===== src/rtl/rx_filt_pkg.sv =====
package rx_filt_pkg;
    localparam int unsigned MAC_BYTES = 6;
    localparam int unsigned MAC_W     = MAC_BYTES * 8;
    localparam int unsigned REG_W     = 32;
    localparam int unsigned HASH_W    = 6;
    localparam int unsigned TBL_W     = 1 << HASH_W;
    localparam int unsigned SEL_W     = 3;
    localparam int unsigned CNT_W     = $clog2(MAC_BYTES + 1);
    localparam logic [31:0] CRC_POLY  = 32'hEDB8_8320;
    localparam logic [31:0] CRC_SEED  = 32'hFFFF_FFFF;

    typedef enum logic [1:0] {
        ST_IDLE = 2'd0,
        ST_ADDR = 2'd1,
        ST_TAIL = 2'd2
    } fsm_t;

    localparam logic [SEL_W-1:0] SEL_STA_LO = 3'd0;
    localparam logic [SEL_W-1:0] SEL_STA_HI = 3'd1;
    localparam logic [SEL_W-1:0] SEL_IND_LO = 3'd2;
    localparam logic [SEL_W-1:0] SEL_IND_HI = 3'd3;
    localparam logic [SEL_W-1:0] SEL_GRP_LO = 3'd4;
    localparam logic [SEL_W-1:0] SEL_GRP_HI = 3'd5;
    localparam logic [SEL_W-1:0] SEL_CTRL   = 3'd6;

    typedef struct packed {
        logic [MAC_W-1:0] station;
        logic [TBL_W-1:0] ind_tbl;
        logic [TBL_W-1:0] grp_tbl;
        logic             promisc;
    } filt_cfg_t;

    // One byte through the reflected CRC, low bit first.
    function automatic logic [31:0] crc_byte(input logic [31:0] c_in, input logic [7:0] d);
        logic [31:0] c;
        c = c_in;
        for (int i = 0; i < 8; i++) begin
            if (c[0] ^ d[i]) c = (c >> 1) ^ CRC_POLY;
            else             c = c >> 1;
        end
        return c;
    endfunction
endpackage


===== src/rtl/rx_filt_cfg.sv =====
module rx_filt_cfg
    import rx_filt_pkg::*;
(
    input  logic             clk,
    input  logic             rst_n,
    input  logic             wr_en,
    input  logic [SEL_W-1:0] wr_sel,
    input  logic [REG_W-1:0] wr_data,
    input  logic             load,
    output filt_cfg_t        active
);
    localparam int unsigned HALF = TBL_W / 2;
    localparam int unsigned STA_LO_W = REG_W;
    localparam int unsigned STA_HI_W = MAC_W - REG_W;

    filt_cfg_t shadow;

    always_ff @(posedge clk or negedge rst_n) begin
        if (!rst_n) begin
            shadow <= '0;
        end else if (wr_en) begin
            case (wr_sel)
                SEL_STA_LO: shadow.station[MAC_W-1 -: STA_LO_W] <= wr_data;
                SEL_STA_HI: shadow.station[STA_HI_W-1:0] <= wr_data[REG_W-1 -: STA_HI_W];
                SEL_IND_LO: shadow.ind_tbl[HALF-1:0]     <= wr_data;
                SEL_IND_HI: shadow.ind_tbl[TBL_W-1:HALF] <= wr_data;
                SEL_GRP_LO: shadow.grp_tbl[HALF-1:0]     <= wr_data;
                SEL_GRP_HI: shadow.grp_tbl[TBL_W-1:HALF] <= wr_data;
                SEL_CTRL:   shadow.promisc <= wr_data[0];
                default: ;
            endcase
        end
    end

    // Snapshot taken on the start byte of each frame.
    always_ff @(posedge clk or negedge rst_n) begin
        if (!rst_n)    active <= '0;
        else if (load) active <= shadow;
    end

    AST_ACTIVE_HOLD: assert property (@(posedge clk) disable iff (!rst_n)
        !load |=> $stable(active)) else $error("active config changed mid-frame");
endmodule


===== src/rtl/rx_filt_hash.sv =====
module rx_filt_hash
    import rx_filt_pkg::*;
(
    input  logic              clk,
    input  logic              rst_n,
    input  logic              restart,
    input  logic              step,
    input  logic [7:0]        data,
    output logic [HASH_W-1:0] index
);
    logic [31:0] crc_q;
    logic [31:0] crc_base;
    logic [31:0] crc_nxt;

    always_comb begin
        crc_base = restart ? CRC_SEED : crc_q;
        crc_nxt  = crc_byte(crc_base, data);
        index    = crc_nxt[31 -: HASH_W];
    end

    always_ff @(posedge clk or negedge rst_n) begin
        if (!rst_n)                crc_q <= CRC_SEED;
        else if (restart || step)  crc_q <= crc_nxt;
    end
endmodule


===== src/rtl/rx_filt_match.sv =====
module rx_filt_match
    import rx_filt_pkg::*;
(
    input  filt_cfg_t         cfg,
    input  logic [MAC_W-1:0]  dest,
    input  logic [HASH_W-1:0] index,
    output logic              accept
);
    localparam int unsigned GROUP_BIT = MAC_W - 8;

    logic             is_group;
    logic [TBL_W-1:0] tbl;
    logic             exact, bcast, hit;

    always_comb begin
        is_group = dest[GROUP_BIT];
        tbl      = is_group ? cfg.grp_tbl : cfg.ind_tbl;
        hit      = tbl[index];
        exact    = (dest == cfg.station);
        bcast    = &dest;
        accept   = cfg.promisc | exact | bcast | hit;
    end
endmodule


===== src/rtl/rx_addr_filter.sv =====
module rx_addr_filter
    import rx_filt_pkg::*;
(
    input  logic        clk,
    input  logic        rst_n,
    input  logic        cfg_wr_en,
    input  logic [2:0]  cfg_wr_sel,
    input  logic [31:0] cfg_wr_data,
    input  logic        rx_sof,
    input  logic        rx_valid,
    input  logic [7:0]  rx_byte,
    output logic        flt_valid,
    output logic        flt_accept
);
    localparam int unsigned SR_W = MAC_W - 8;
    localparam logic [CNT_W-1:0] LAST_CNT = CNT_W'(MAC_BYTES - 1);

    fsm_t              state, state_nxt;
    logic [CNT_W-1:0]  cnt;
    logic [SR_W-1:0]   addr_sr;
    logic              start, take, last;
    logic [HASH_W-1:0] hash_idx;
    logic              match_ok;
    filt_cfg_t         cfg_act;

    assign start = rx_valid & rx_sof;
    assign take  = rx_valid & (rx_sof | (state == ST_ADDR));
    assign last  = rx_valid & ~rx_sof & (state == ST_ADDR) & (cnt == LAST_CNT);

    rx_filt_cfg u_cfg (
        .clk     (clk),
        .rst_n   (rst_n),
        .wr_en   (cfg_wr_en),
        .wr_sel  (cfg_wr_sel),
        .wr_data (cfg_wr_data),
        .load    (start),
        .active  (cfg_act)
    );

    rx_filt_hash u_hash (
        .clk     (clk),
        .rst_n   (rst_n),
        .restart (start),
        .step    (take),
        .data    (rx_byte),
        .index   (hash_idx)
    );

    rx_filt_match u_match (
        .cfg    (cfg_act),
        .dest   ({addr_sr, rx_byte}),
        .index  (hash_idx),
        .accept (match_ok)
    );

    // State register
    always_ff @(posedge clk or negedge rst_n) begin
        if (!rst_n) state <= ST_IDLE;
        else        state <= state_nxt;
    end

    // Transitions: START, ADDR_DONE, HOLD
    always_comb begin
        state_nxt = state;
        unique case (state)
            ST_IDLE: if (start) state_nxt = ST_ADDR;
            ST_ADDR: begin
                if (start)     state_nxt = ST_ADDR;
                else if (last) state_nxt = ST_TAIL;
            end
            ST_TAIL: if (start) state_nxt = ST_ADDR;
            default: state_nxt = ST_IDLE;
        endcase
    end

    // Address collection
    always_ff @(posedge clk or negedge rst_n) begin
        if (!rst_n) begin
            cnt     <= '0;
            addr_sr <= '0;
        end else if (start) begin
            cnt     <= CNT_W'(1);
            addr_sr <= {{(SR_W-8){1'b0}}, rx_byte};
        end else if (take) begin
            cnt     <= cnt + CNT_W'(1);
            addr_sr <= {addr_sr[SR_W-9:0], rx_byte};
        end
    end

    // Outputs
    always_ff @(posedge clk or negedge rst_n) begin
        if (!rst_n) begin
            flt_valid  <= 1'b0;
            flt_accept <= 1'b0;
        end else begin
            flt_valid  <= last;
            flt_accept <= last & match_ok;
        end
    end

    AST_DEC_PULSE: assert property (@(posedge clk) disable iff (!rst_n)
        flt_valid |=> !flt_valid) else $error("verdict strobe longer than one cycle");
    AST_ACCEPT_QUAL: assert property (@(posedge clk) disable iff (!rst_n)
        !flt_valid |-> !flt_accept) else $error("accept without strobe");
    AST_PROMISC_WINS: assert property (@(posedge clk) disable iff (!rst_n)
        (last && cfg_act.promisc) |=> flt_accept) else $error("promiscuous frame dropped");
    AST_BCAST_KEEP: assert property (@(posedge clk) disable iff (!rst_n)
        (last && (&{addr_sr, rx_byte})) |=> flt_accept) else $error("broadcast dropped");
    AST_TAIL_QUIET: assert property (@(posedge clk) disable iff (!rst_n)
        (state == ST_TAIL && !start) |=> !flt_valid) else $error("verdict from tail byte");
    AST_CNT_RANGE: assert property (@(posedge clk) disable iff (!rst_n)
        cnt <= CNT_W'(MAC_BYTES)) else $error("byte counter overran");
endmodule


===== config.mk =====
export PLATFORM = sky130hd
export DESIGN_NAME = rx_addr_filter
export DESIGN_NICKNAME = d
export VERILOG_FILES = /design/src/rtl/rx_filt_pkg.sv /design/src/rtl/rx_filt_cfg.sv /design/src/rtl/rx_filt_hash.sv /design/src/rtl/rx_filt_match.sv /design/src/rtl/rx_addr_filter.sv
export SDC_FILE = /design/constraint.sdc
export NUM_CORES = 1
export LEC_CHECK = 0
export BUFFER_PORTS_ARGS = -buffer_cell sky130_fd_sc_hd__buf_2
export CORE_ASPECT_RATIO = 1.2
export CORE_UTILIZATION = 55
export DETAILED_ROUTE_END_ITERATION = 10
export GPL_TIMING_DRIVEN = 0
export PLACE_DENSITY_LB_ADDON = 0.2
export SETUP_SLACK_MARGIN = 0.02
export SKIP_LAST_GASP = 1
export SYNTH_ARGS = -nofsm -noshare
export SYNTH_HDL_FRONTEND = slang
export SYNTH_SLANG_ARGS = --single-unit

===== constraint.sdc =====
create_clock -name clk -period 4.4 [get_ports clk]
set_input_delay 0.88 -clock clk [delete_from_list [all_inputs] [get_ports clk]]
set_output_delay 0.88 -clock clk [all_outputs]
set_load 0.1 [all_outputs]

Word level (Yosys, flattened, before mapping)
Cells that the tools add are included.

storage, ports and cells
  register bits after elaboration = 433
  latch bits = 0
  bits in writable memories = 0
  bits in read-only memories = 0
  output and inout port bits = 2
  logic and storage cells = 92
  memories kept = 0

operators by class
  add/subtract/negate cells = 1
  $mul = 0
  div/mod/pow operators = 0
  $lt $le $gt $ge = 1
  equal/unequal tests = 12
  shifts and indexed selects = 0
  mux-type cells = 20
  bitwise logic cells = 27
  reductions and logical operators = 14

operator list
  kind                 count
  $mux 32              9
  $not 13->14          8
  $mux 40              2
  $mux 64              1
  $eq 48x48->1         1
  $reduce_and 48->1    1
  $reduce_and 2->1     8
  $eq 3x3->1 const B   4
  $xor 1x1->1          8
  $lt 6x7->1 const B   1
  $and 1x1->1          6
  $bmux 1 s6           1
  $eq 3x2->1 const B   2
  $mux 2               3
  $mux 3               2
  $or 1x1->1           4
  $pmux 2 s2           1
  $add 3x1->3 const B  1
  $eq 3x1->1 const B   1
  $logic_not 3->1      1
  $ne 3x2->1 const B   1
  $eq 2x1->1 const B   1
  $eq 2x2->1 const B   1
  $logic_not 2->1      1
  other kinds (6)      6

Depth between registers and ports, before layout
Gate-level depths: netlist of run 1.

  word-level depth = 22
  depth in mapped cells = 12

Modules after synthesis
Synthesis of run 1 repeated with hierarchy kept, for this count alone.

second synthesis, totals
  cells, all modules = 1328
  area, all modules = 19296.0 µm²

modules (own cells, without submodules)
  module          instances  cells an instance  area an instance (µm²)  seq. area each (µm²)
  rx_filt_cfg     1          755                13231.4                 8858.5
  rx_filt_hash    1          282                2489.9                  840.8
  rx_addr_filter  1          121                1811.7                  1176.1
  rx_filt_match   1          170                1762.9                  0.0

Worst setup path before layout of run 1
OpenSTA, ideal clock, no wires.

  path type = input-to-reg
  start = in rx_byte[0]
  end = reg flt_accept
  setup time = 139 ps
  arrival = 3194 ps
  path slack = 1067 ps
  stages on the path = 10
  path buffers = 1
  path through = buf_2 -> xnor2_1 -> or3_1 -> nand2_4 -> xnor3_2 -> mux4_2 -> o2111ai_1 -> a211oi_1 -> and4bb_1 -> a41oi_1

between the ends
  word-level cells in the longest chain between the ends = 15
  elaborated cells between the ends (all ways) = 19

ends and longest elaborated chain
  item                          line                  source
  start: declaration            rx_addr_filter.sv:11  input logic [7:0] rx_byte,
  $xor 1x1->1                   rx_filt_pkg.sv:38     if (c[0] ^ d[i]) c = (c >> 1) ^ CRC_POLY;
  $mux 32 (6 in a row)          rx_filt_pkg.sv:38
  $xor 1x1->1                   rx_filt_pkg.sv:38
  $mux 32                       rx_filt_pkg.sv:38
  $not 13->14 (no source line)  -
  $mux 32                       rx_filt_pkg.sv:38
  $bmux 1 s6                    rx_filt_match.sv:18   hit = tbl[index];
  $mux 1 (not written as such)  rx_filt_match.sv:18
  $or 1x1->1 (*)                rx_filt_match.sv:21   accept = cfg.promisc | exact | bcast | hit;
  $and 1x1->1 (*)               rx_addr_filter.sv:97  flt_accept <= last & match_ok;
  end signal: assignment        rx_addr_filter.sv:97
  end: declaration              rx_addr_filter.sv:13  output logic flt_accept

Every way passes the cells marked *; elsewhere a longest branch is shown, timed or not. The select of a mux whose other input is x is not followed.
A chain may end at the register's enable or synchronous reset.

Worst setup path in the final report of run 1
  start = reg u_hash.crc_q[4]
  end = reg flt_accept

between the ends
  word-level cells in the longest chain between the ends = 16
  elaborated cells between the ends (all ways) = 17

ends and longest elaborated chain
  item                                                            line                  source
  start: declaration                                              rx_filt_hash.sv:11    logic [31:0] crc_q;
  start signal: assignment                                        rx_filt_hash.sv:23    else if (restart || step) crc_q <= crc_nxt;
  $mux 32 (*)                                                     rx_filt_hash.sv:16    crc_base = restart ? CRC_SEED : crc_q;
  $mux 32 (*) (4 in a row)                                        rx_filt_pkg.sv:38
  $xor 1x1->1 (*)                                                 rx_filt_pkg.sv:38
  $mux 32 (*) (2 in a row)                                        rx_filt_pkg.sv:38
  $not 13->14 (no source line) / $mux 32 (equally long branches)  -
  $mux 32 (*)                                                     rx_filt_pkg.sv:38
  $not 13->14 (no source line) / $mux 32 (equally long branches)  -
  $mux 32 (*)                                                     rx_filt_pkg.sv:38
  $bmux 1 s6 (*)                                                  rx_filt_match.sv:18
  $mux 1 (not written as such) (*)                                rx_filt_match.sv:18
  $or 1x1->1 (*)                                                  rx_filt_match.sv:21
  $and 1x1->1 (*)                                                 rx_addr_filter.sv:97

Marks and branches as above.

==> run_results.csv, run 1 <==
group,metric,value,unit
global_route,antenna_found_initial,2,
synth,post-synth-top-area-fraction,52.4,%
timing,setup_slack,216,ps
cts,cts-buffers-inserted,44,
timing,worst_slew_pin_slew,1470,ps
power_and_ir_drop,p_per_area,728,nW/um^2
cts,cts.clk_slew.worst_paths,60,ps
placement,hpwl,35300,um
synth,synth.most_common_cell,"nand2_1",
global_route,track_usage,30.0,%
timing,post-route-min-period,4180,ps
routing,drt_iter0_markers,1054,
power_and_ir_drop,leakage,0.00987,uW
critical_path,path_max_fanout,10,
cells_and_area,antenna_cells,0,
synth,postSynthRegisterBits,433,
die,die_x,172,um
synth,synthTopCellsByArea,"dfrtp_1 52%, nand2_1 12%, mux2_2 11%",
cts,cts_root_buf,"clkbuf_16",
global_route,grt_start_max_net_pins,108,
global_route,grt_pass1_wl,78200,um
cells_and_area,layout-drive-gt1-share,20.8,%
run,cap_violations,0,
cts,clk-insertion-delay-late,560,ps
die,initial_core_util,56.1,%
timing,fin_skew,19.0,ps
synth,yosys-top-cells-count,"588 x nand2_1, 401 x dfrtp_1, 187 x mux2_2",
routing,dr.pass1.iters,6,
die,io_pins,50,
timing,min_period_over_period,95.1,%
global_route,overflow,0,
placement,post-place-cells,2229,
placement,dp_slack,-59.3,ps
die,die_area,35600,um^2
timing,fmax,239,MHz
timing,finalSetupViolations,0,
placement,numPortBuffers,41,
synth,synthesis.nets,1778,
run_status,status,"finished clean",
timing,final_max_slew_viol_count,0,
critical_path,cp.required,4750,ps
timing,hold_violations,0,
cts,clockBufferDepth,3,
critical_path,r2r_slack,220,ps
routing,wl,50700,um
synth,synth_ff_type,"dfrtp_1",
cells_and_area,final_nets,1869,
critical_path,critPathCaptureType,"flip-flop",
timing,rsz0062_at_grt,"false",
routing,drc,0,
routing,vias,13264,
cts,tritoncts,"built",
routing,vias_per_cell,5.75,
synth,yosysSeqAreaShare,56.8,%
cts,cts_setup_buffers,0,
global_route,grt_pass1_vias,13196,
cells_and_area,ff_latch_area,10900,um^2
cts,htreeDepth,2,
synth,netlist-cell-type-count,68,
synth,yosys_warnings,0,
timing,fin_setup_tns,0,ps
cts,cts_resized,0,
die,fp.dieH,206,um
routing,wl_per_cell,22.0,um
routing,drtAntennaViolNets,0,
synth,syn_avg_cell_area,11.1,um^2
critical_path,path_class,"reg -> reg",
die,rows,74,
critical_path,critPathLaunchType,"flip-flop",
synth,syn_area,19200,um^2
cells_and_area,areaGrowthSynthToFinish,12.2,%
timing,slew-limit-headroom,1.91,%
cells_and_area,multi_input_area,7860,um^2
critical_path,cp.arrival,4540,ps
synth,synth_edf_count,0,
power_and_ir_drop,vdd_drop_max,0.518,mV
cts,clock_sinks,433,
cts,cts_hold_buf,0,
placement,globalplace.congestion,0.904,
synth,synthCells,1728,
synth,synth_area_leader_cell,"dfrtp_1",
cells_and_area,final_cells,2306,
worst_hold_path,hp-class,"in -> async",
cells_and_area,n_fill_cell,2727,
die,core_area,34200,um^2
synth,async_flop_share,100,%
state kept, by name, indices dropped and copies added, names as in the netlist:
register,count
state,2
addr_sr,40
flt_accept,1
u_cfg.shadow,177
cnt,3
flt_valid,1
u_cfg.active,177
u_hash.crc_q,32
layer usage:
layer	routed length [um]	global-route usage, %	part of all wire (%)	vias up
met5	0	0	0	-
met4	2490	14.5	4.9	0
met3	2750	4.08	5.4	137
met2	24600	48.9	48	479
met1	20900	39.5	41	6689
li1	-	-	-	5959
power by group:
| group | switching, uW | internal (uW) | leakage (uW) | total, uW |
|---|---|---|---|---|
| combinational | 3530 | 2760 | 0.00386 | 6290 |
| sequential | 614 | 5010 | 0.00531 | 5630 |
| clock | 1560 | 2170 | 0.000698 | 3740 |
final timing paths:
path / startpoint / cells after the start / endpoint
max: u_hash.crc_q[4] / 9 / flt_accept
min: rst_n / 1 / u_cfg.shadow[140]
max reg2reg: u_hash.crc_q[4] / 9 / flt_accept
min reg2reg: u_cfg.shadow[167] / 2 / u_cfg.active[167]
max in group asynchronous: rst_n / 4 / u_cfg.shadow[12]
min in group clk: u_cfg.shadow[167] / 2 / u_cfg.active[167]
critical path, cell delays in order (launching register included):
cell,delay (ps)
dfstp_2,510
buf_2,220
xnor2_1,180
o21ai_1,470
nand2_8,160
buf_2,270
xnor2_1,970
mux4_2,630
o21ai_1,290
a41oi_1,290
cell usage in the layout, fill, tap and decap left out, types with 3 or more instances in the layout:
cell / netlist / layout
a211oi_1: 3 / 3
a21oi_1: 11 / 11
a22o_1: 32 / 32
a41oi_1: 4 / 4
and2_1: 3 / 3
buf_1: 5 / 5
buf_16: 0 / 4
buf_2: 10 / 50
buf_4: 4 / 4
buf_6: 3 / 3
bufinv_16: 0 / 3
clkbuf_1: 75 / 84
clkbuf_16: 0 / 44
clkbuf_8: 0 / 9
clkinv_2: 0 / 4
clkinvlp_4: 0 / 3
dfrtp_1: 401 / 401
dfstp_2: 32 / 32
inv_1: 4 / 4
mux2_2: 187 / 187
mux2i_1: 32 / 32
mux4_2: 18 / 18
nand2_1: 588 / 588
nand3_1: 10 / 10
nand4_1: 27 / 27
nand4b_1: 3 / 3
nor2_1: 34 / 34
nor3_1: 6 / 6
nor4_1: 6 / 6
o21ai_0: 43 / 43
o21ai_1: 5 / 5
xnor2_1: 118 / 118
xnor3_2: 3 / 3
xor2_1: 13 / 13
logic make-up (layout without fill, tap and decap cells):
kind of cell    Yosys count  after routing  synth area share [%]
compound gates          119            119                  4.27
xor+xnor                140            140                  7.08
fa+ha+maj                 2              2                 0.131
buf+inv                 102            224                  2.26
flops                   433            433                  56.8
mux                     237            237                  14.8
simple gates            695            695                  14.7
layout make-up:
type                       count  share of cell area, %
sequential                   433                   50.6
multi-input combinational   1193                   36.6
clock buffer                  62                   5.85
tap                          456                   2.65
buffer                        97                   1.93
timing repair buffer          45                   1.51
clock inverter                15                  0.832
inverter                       5                 0.0873
per-stage QoR:
step                hold slack, ps  utilization [%]  power [uW]  cell area (um^2)
CTS                            257             62.9       15700             21500
global placement               440             58.4       11800             19900
detailed placement             447             58.7       11900             20100
finish                         244             62.9       15700             21500
global route                   275             62.9       16400             21500
floorplan                      433                -       10000             19200
Note: power is estimated with default switching activity, not from simulation.
==> inputs of run 2 (changes only) <==
--- a/config.mk
+++ b/config.mk
@@ -15,4 +15,5 @@
 export SKIP_LAST_GASP = 1
 export SYNTH_ARGS = -nofsm -noshare
 export SYNTH_HDL_FRONTEND = slang
+export SYNTH_HIERARCHICAL = 1
 export SYNTH_SLANG_ARGS = --single-unit
==> run_results.csv, run 2 <==
group,metric,value,unit
timing,min_period_over_period,97.8,%
critical_path,cp.arrival,4740,ps
run_status,status,"finished clean",
global_route,grt_start_max_net_pins,124,
timing,fmax,232,MHz
routing,vias,11245,
cts,cts.clk_slew.worst_paths,60,ps
critical_path,worstPathCellList,"buf_2, and2_2, buf_4, or3_1, nand2_4, xor3_2, xor2_2, buf_4, buf_4, buf_8, mux4_2, mux4_2, o221ai_1, o211ai_1, and2_1",
synth,yosys_warnings,6,
die,rows,74,
critical_path,path_max_fanout,10,
critical_path,critPathSlowestCell,"mux4_2",
critical_path,cp.required,4840,ps
cells_and_area,final_cells,1918,
synth,post-synth-top-area-fraction,52.0,%
timing,hold_violations,0,
timing,post-route-min-period,4300,ps
critical_path,path_class,"in -> reg",
timing,finalSetupViolations,0,
cts,htreeDepth,2,
die,die_x,173,um
synth,syn_avg_cell_area,14.5,um^2
placement,placed_cell_area,20200,um^2
power_and_ir_drop,leakage,0.00956,uW
cells_and_area,stdcell_area,21800,um^2
routing,vias_per_cell,5.86,
synth,synth_ff_type,"dfrtp_1",
placement,numPortBuffers,47,
cells_and_area,layout_commonest_cell,"dfrtp_1",
routing,wl_per_cell,22.8,um
synth,netlist-cell-type-count,73,
cts,clock_sinks,433,
synth,synthTopCellsByArea,"dfrtp_1 52%, mux2_2 17%, dfstp_2 4.4%",
routing,drc,0,
die,initial_core_util,56.3,%
timing,worst_slew_pin_slew,905,ps
global_route,grt_pass1_vias,11841,
synth,synth_area_leader_cell,"dfrtp_1",
critical_path,critPathCaptureType,"flip-flop",
placement,globalplace.congestion,0.874,
synth,postSynthRegisterBits,433,
cts,cts_root_buf,"clkbuf_16",
die,io_pins,50,
cells_and_area,areaGrowthSynthToFinish,13.0,%
timing,rsz0062_at_grt,"false",
critical_path,cpMostUsedCell,"buf_4",
timing,slew-limit-headroom,39.6,%
critical_path,critPathLaunchType,"input pin",
synth,yosys-top-cells-count,"401 x dfrtp_1, 284 x mux2_2, 70 x mux2_1",
timing,fin_skew,8.75,ps
timing,final_max_slew_viol_count,0,
cts,tritoncts,"built",
synth,synth_edf_count,0,
critical_path,cpPeakStageDelay,540,ps
cells_and_area,reg.largest.list,"u_cfg/active (177), u_cfg/shadow (177), addr_sr (40)",
die,die_area,35800,um^2
global_route,grt_pass1_wl,70400,um
synth,async_flop_share,100,%
global_route,overflow,0,
synth,yosysSeqAreaShare,56.4,%
synth,synth.most_common_cell,"dfrtp_1",
routing,drt_iter0_markers,732,
cells_and_area,layout-drive-gt1-share,39.4,%
routing,wl,43800,um
cts,clk-insertion-delay-late,540,ps
synth,synthCells,1328,
power_and_ir_drop,p_per_area,752,nW/um^2
routing,dr.pass1.iters,5,
synth,synthesis.nets,1378,
global_route,antenna_found_initial,1,
power_and_ir_drop,vdd_drop_max,0.434,mV
power_and_ir_drop,power,16400,uW
cells_and_area,final_nets,1479,
cts,cts-buffers-inserted,44,
worst_hold_path,hp-class,"in -> async",
routing,drtAntennaViolNets,0,
timing,fin_setup_tns,0,ps
placement,post-place-cells,1834,
run,cap_violations,0,
cells_and_area,fin_util,63.6,%
die,fp.dieH,207,um
cells_and_area,final_cell_mix,"401 x dfrtp_1, 284 x mux2_2, 82 x buf_2, 70 x mux2_1, 65 x xor2_1",
placement,hpwl,30700,um
global_route,track_usage,25.7,%
cts,clockBufferDepth,3,
die,core_area,34300,um^2
synth,syn_area,19300,um^2
-- run 2: metrics by stage --
stage	hold slack [ps]	setup slack [ps]
6_report	445	98.6
5_1_grt	478	33.4
4_1_cts	457	21.0
3_5_place_dp	449	-1050
3_3_place_gp	450	-5890
2_1_floorplan	435	180
-- run 2: kinds of logic after synthesis --
family                     synth area share (%)
DFF                                        56.4
muxes                                      26.1
and+or+nand+nor                            4.26
AOI/OAI and AO/OA                          4.44
xor gates and xnor gates                   5.63
buffers and inverters                      3.06
adders and majority gates                 0.130
-- run 2: layout make-up --
cell class	count	area (um^2)
Fill cell	2592	12500
Sequential cell	433	10900
Multi-Input combinational cell	798	7860
Clock buffer	62	1300
Buffer	82	573
Tap cell	456	571
Timing Repair Buffer	56	373
Clock inverter	15	185
Inverter	14	52.6
Antenna cell	2	5.00
-- run 2: path summary, 6_finish.rpt --
check / end / slack (ps) / cells past startpoint / start
worst max-delay path: flt_accept / 100 / 15 / rx_sof
worst min-delay path: u_cfg/active[166] / 440 / 1 / rst_n
worst max register to register: flt_accept / 280 / 13 / u_hash/crc_q[0]
worst min register to register: u_hash/crc_q[29] / 460 / 2 / u_hash/crc_q[29]
max in group asynchronous: u_cfg/active[9] / 2800 / 2 / rst_n
min in group clk: u_hash/crc_q[29] / 460 / 2 / u_hash/crc_q[29]
-- run 2: timing repair --
item | CTS | global route
hold buffers | 0 | 0
resized for setup | 11 | 8
buffers inserted | 1 | 5
gates cloned | 0 | 0
pin swaps | 1 | 3
setup endpoints to repair | 1 | 1
-- run 2: critical path, delay by kind of cell --
| family | cells | cell delay [ps] |
|---|---|---|
| mux | 2 | 860 |
| compound gates | 2 | 440 |
| buf+inv | 5 | 890 |
| simple gates | 4 | 1050 |
| xor+xnor | 2 | 600 |
-- run 2: report_power, final --
group	internal, uW	total (uW)	switching, uW
Sequential	5220	5970	751
Combinational	3320	6620	3300
Clock	2290	3790	1510
-- run 2: per-layer routing --
metal  vias up  global-route usage, %  routed length [um]
met5         -                      0                   0
met4         0                   9.15                1370
met3        77                   3.40                1570
met2       244                   42.4               21800
met1      5924                   35.0               19000
li1       5000                      -                   -
==> inputs of run 3 (changes only) <==
--- a/config.mk
+++ b/config.mk
@@ -5,9 +5,10 @@
 export SDC_FILE = /design/constraint.sdc
 export NUM_CORES = 1
 export LEC_CHECK = 0
+export ABC_AREA = 1
 export BUFFER_PORTS_ARGS = -buffer_cell sky130_fd_sc_hd__buf_2
 export CORE_ASPECT_RATIO = 1.2
-export CORE_UTILIZATION = 55
+export CORE_UTILIZATION = 65
 export DETAILED_ROUTE_END_ITERATION = 10
 export GPL_TIMING_DRIVEN = 0
 export PLACE_DENSITY_LB_ADDON = 0.2
==> run_results.csv, run 3 <==
group,metric,value,unit
die,die_x,164,um
synth,synth_area_leader_cell,"dfrtp_1",
critical_path,cpPeakStageDelay,630,ps
global_route,track_usage,37.6,%
timing,fin_skew,13.7,ps
cells_and_area,final_cell_mix,"1,078 x nand2_1, 401 x dfrtp_1, 263 x nand3_1, 222 x inv_1, 192 x o21ai_0",
synth,synthesis.nets,2594,
critical_path,cp.arrival,4770,ps
die,rows,70,
timing,final_max_slew_viol_count,0,
routing,drt_iter0_markers,1732,
critical_path,critPathCaptureType,"flip-flop",
timing,fmax,233,MHz
die,core_area,30700,um^2
die,initial_core_util,66.5,%
critical_path,r2r_slack,680,ps
placement,hpwl,39500,um
synth,syn_area,20400,um^2
power_and_ir_drop,leakage,0.0116,uW
die,die_area,32100,um^2
synth,synth.most_common_cell,"nand2_1",
power_and_ir_drop,vdd_drop_max,0.466,mV
cells_and_area,reg.largest.list,"u_cfg/active (177), u_cfg/shadow (177), addr_sr (40)",
synth,synthTopCellsByArea,"dfrtp_1 49%, nand2_1 20%, nand3_1 6.5%",
synth,postSynthRegisterBits,433,
run,cap_violations,0,
synth,yosys-top-cells-count,"1,078 x nand2_1, 401 x dfrtp_1, 263 x nand3_1",
routing,drtAntennaViolNets,0,
synth,async_flop_share,100,%
critical_path,endpoint,"flt_accept",
synth,syn_avg_cell_area,8.01,um^2
routing,wl_per_cell,18.9,um
critical_path,timing.rr.start,"u_hash/crc_q[0]",
global_route,overflow,0,
cts,cts.clk_slew.worst_paths,60,ps
routing,wl,57900,um
routing,vias,17497,
global_route,antenna_found_initial,2,
die,fp.dieH,196,um
synth,yosysSeqAreaShare,53.4,%
timing,slew-limit-headroom,41.7,%
cts,cts_root_buf,"clkbuf_16",
placement,placed_cell_area,21200,um^2
routing,vias_per_cell,5.71,
cells_and_area,n_fill_cell,2343,
routing,drc,0,
power_and_ir_drop,clock_power_share,28.8,%
synth,synthCells,2544,
synth,yosys_warnings,6,
cells_and_area,layout-drive-gt1-share,11.4,%
critical_path,cp.required,4870,ps
run_status,status,"finished clean",
global_route,grt_pass1_vias,17569,
timing,post-route-min-period,4300,ps
timing,hold_violations,0,
global_route,grt_start_max_net_pins,132,
synth,synth_ff_type,"dfrtp_1",
critical_path,worstSetupStartpoint,"rx_sof",
placement,globalplace.congestion,0.944,
cells_and_area,areaGrowthSynthToFinish,11.3,%
cts,cts-buffers-inserted,42,
cells_and_area,final_nets,2690,
critical_path,cpMostUsedCell,"nand2_1",
timing,min_period_over_period,97.6,%
critical_path,path_class,"in -> reg",
cells_and_area,layout_commonest_cell,"nand2_1",
power_and_ir_drop,p_comb_share,30.0,%
worst_hold_path,hp-class,"in -> async",
routing,dr.pass1.iters,6,
power_and_ir_drop,switchingPower,4720,uW
timing,fin_worst_hold_slack,298,ps
cts,tritoncts,"built",
power_and_ir_drop,p_int,8590,uW
cts,clock_sinks,433,
critical_path,rr_endpoint,"flt_accept",
critical_path,path_max_fanout,10,
cells_and_area,stdcell_area,22700,um^2
critical_path,critPathSlowestCell,"buf_1",
power_and_ir_drop,p_per_area,587,nW/um^2
cts,clockBufferDepth,3,
critical_path,critPathLaunchType,"input pin",
timing,rsz0062_at_grt,"false",
power_and_ir_drop,swShare,35.5,%
timing,worst_slew_pin_slew,871,ps
cts,htreeDepth,2,
global_route,grt_pass1_wl,92100,um
synth,post-synth-top-area-fraction,49.2,%
cts,cts_setup_buffers,0,
placement,numPortBuffers,49,
synth,netlist-cell-type-count,40,
die,io_pins,50,
timing,finalSetupViolations,0,
cts,clk-insertion-delay-late,560,ps
synth,synth_edf_count,0,
critical_path,ff2ff_path_depth,23,
power_and_ir_drop,seq_power_share,41.2,%
## run 3: worst min-delay path by stage
stage          slack [ps]                 to
2_1_floorplan         440    u_cfg/shadow[0]
3_3_place_gp          450   u_cfg/shadow[96]
3_5_place_dp          460   u_cfg/shadow[79]
4_1_cts               320  u_cfg/active[149]
5_1_grt               350  u_cfg/active[149]
6_report              300  u_cfg/active[149]
## run 3: logic make-up (layout without fill, tap and decap cells)
group | after synthesis | after routing | share of synthesized area (%)
compound gates | 209 | 209 | 5.32
fa+ha+maj | 2 | 2 | 0.123
buf+inv | 365 | 489 | 7.77
xor+xnor | 78 | 78 | 3.74
flops | 433 | 433 | 53.4
other cells | 0 | 2 | 0
simple gates | 1457 | 1457 | 29.7
## run 3: critical path, delay by kind of cell
| family | cells | cell delay, ps |
|---|---|---|
| buf+inv | 8 | 1800 |
| xor+xnor | 1 | 240 |
| simple gates | 16 | 1820 |
## run 3: cell type report
class                           instances  area, um^2  share of cell area (%)
Antenna cell                            2        5.00                  0.0221
Buffer                                131         706                    3.11
Clock buffer                           56        1190                    5.27
Clock inverter                         16         262                    1.15
Inverter                              234         881                    3.88
Multi-Input combinational cell       1746        7920                    34.9
Sequential cell                       433       10900                    48.0
Tap cell                              396         495                    2.18
Timing Repair Buffer                   52         338                    1.49
## run 3: through the flow
step / utilization (%) / setup WS [ps] / total power, uW / std cells / TNS (ps)
after global placement: 68.9 / -5840 / 9190 / 2989 / -2425060
after CTS: 74.0 / 205 / 13200 / 3064 / 0
after floorplan: - / 901 / 8120 / 2544 / 0
final: 74.0 / 104 / 13300 / 3066 / 0
after global routing: 74.0 / 25.0 / 14000 / 3064 / 0
after detailed placement: 69.2 / -290 / 9340 / 2992 / -290
## run 3: power by group through the flow
stage | registers (uW) | clock network (uW) | logic, uW
after floorplan | 5340 | 0 | 2780
after global placement | 5490 | 0 | 3690
after detailed placement | 5520 | 0 | 3820
after CTS | 5460 | 3870 | 3880
after global routing | 5560 | 4020 | 4390
final | 5480 | 3840 | 3990
## run 3: routing by layer
metal,up-vias,share of wire [%],global-route usage (%)
li1,8070,-,-
met1,8410,38,47.0
met2,813,49,62.9
met3,202,8.3,6.60
met4,2,5.2,18.6
met5,-,0.014,0
## run 3: timing repair
action	CTS	global route
hold buffers	0	0
endpoints found under the hold margin	0	0
resized for setup	0	1
endpoints found under the setup margin	0	1
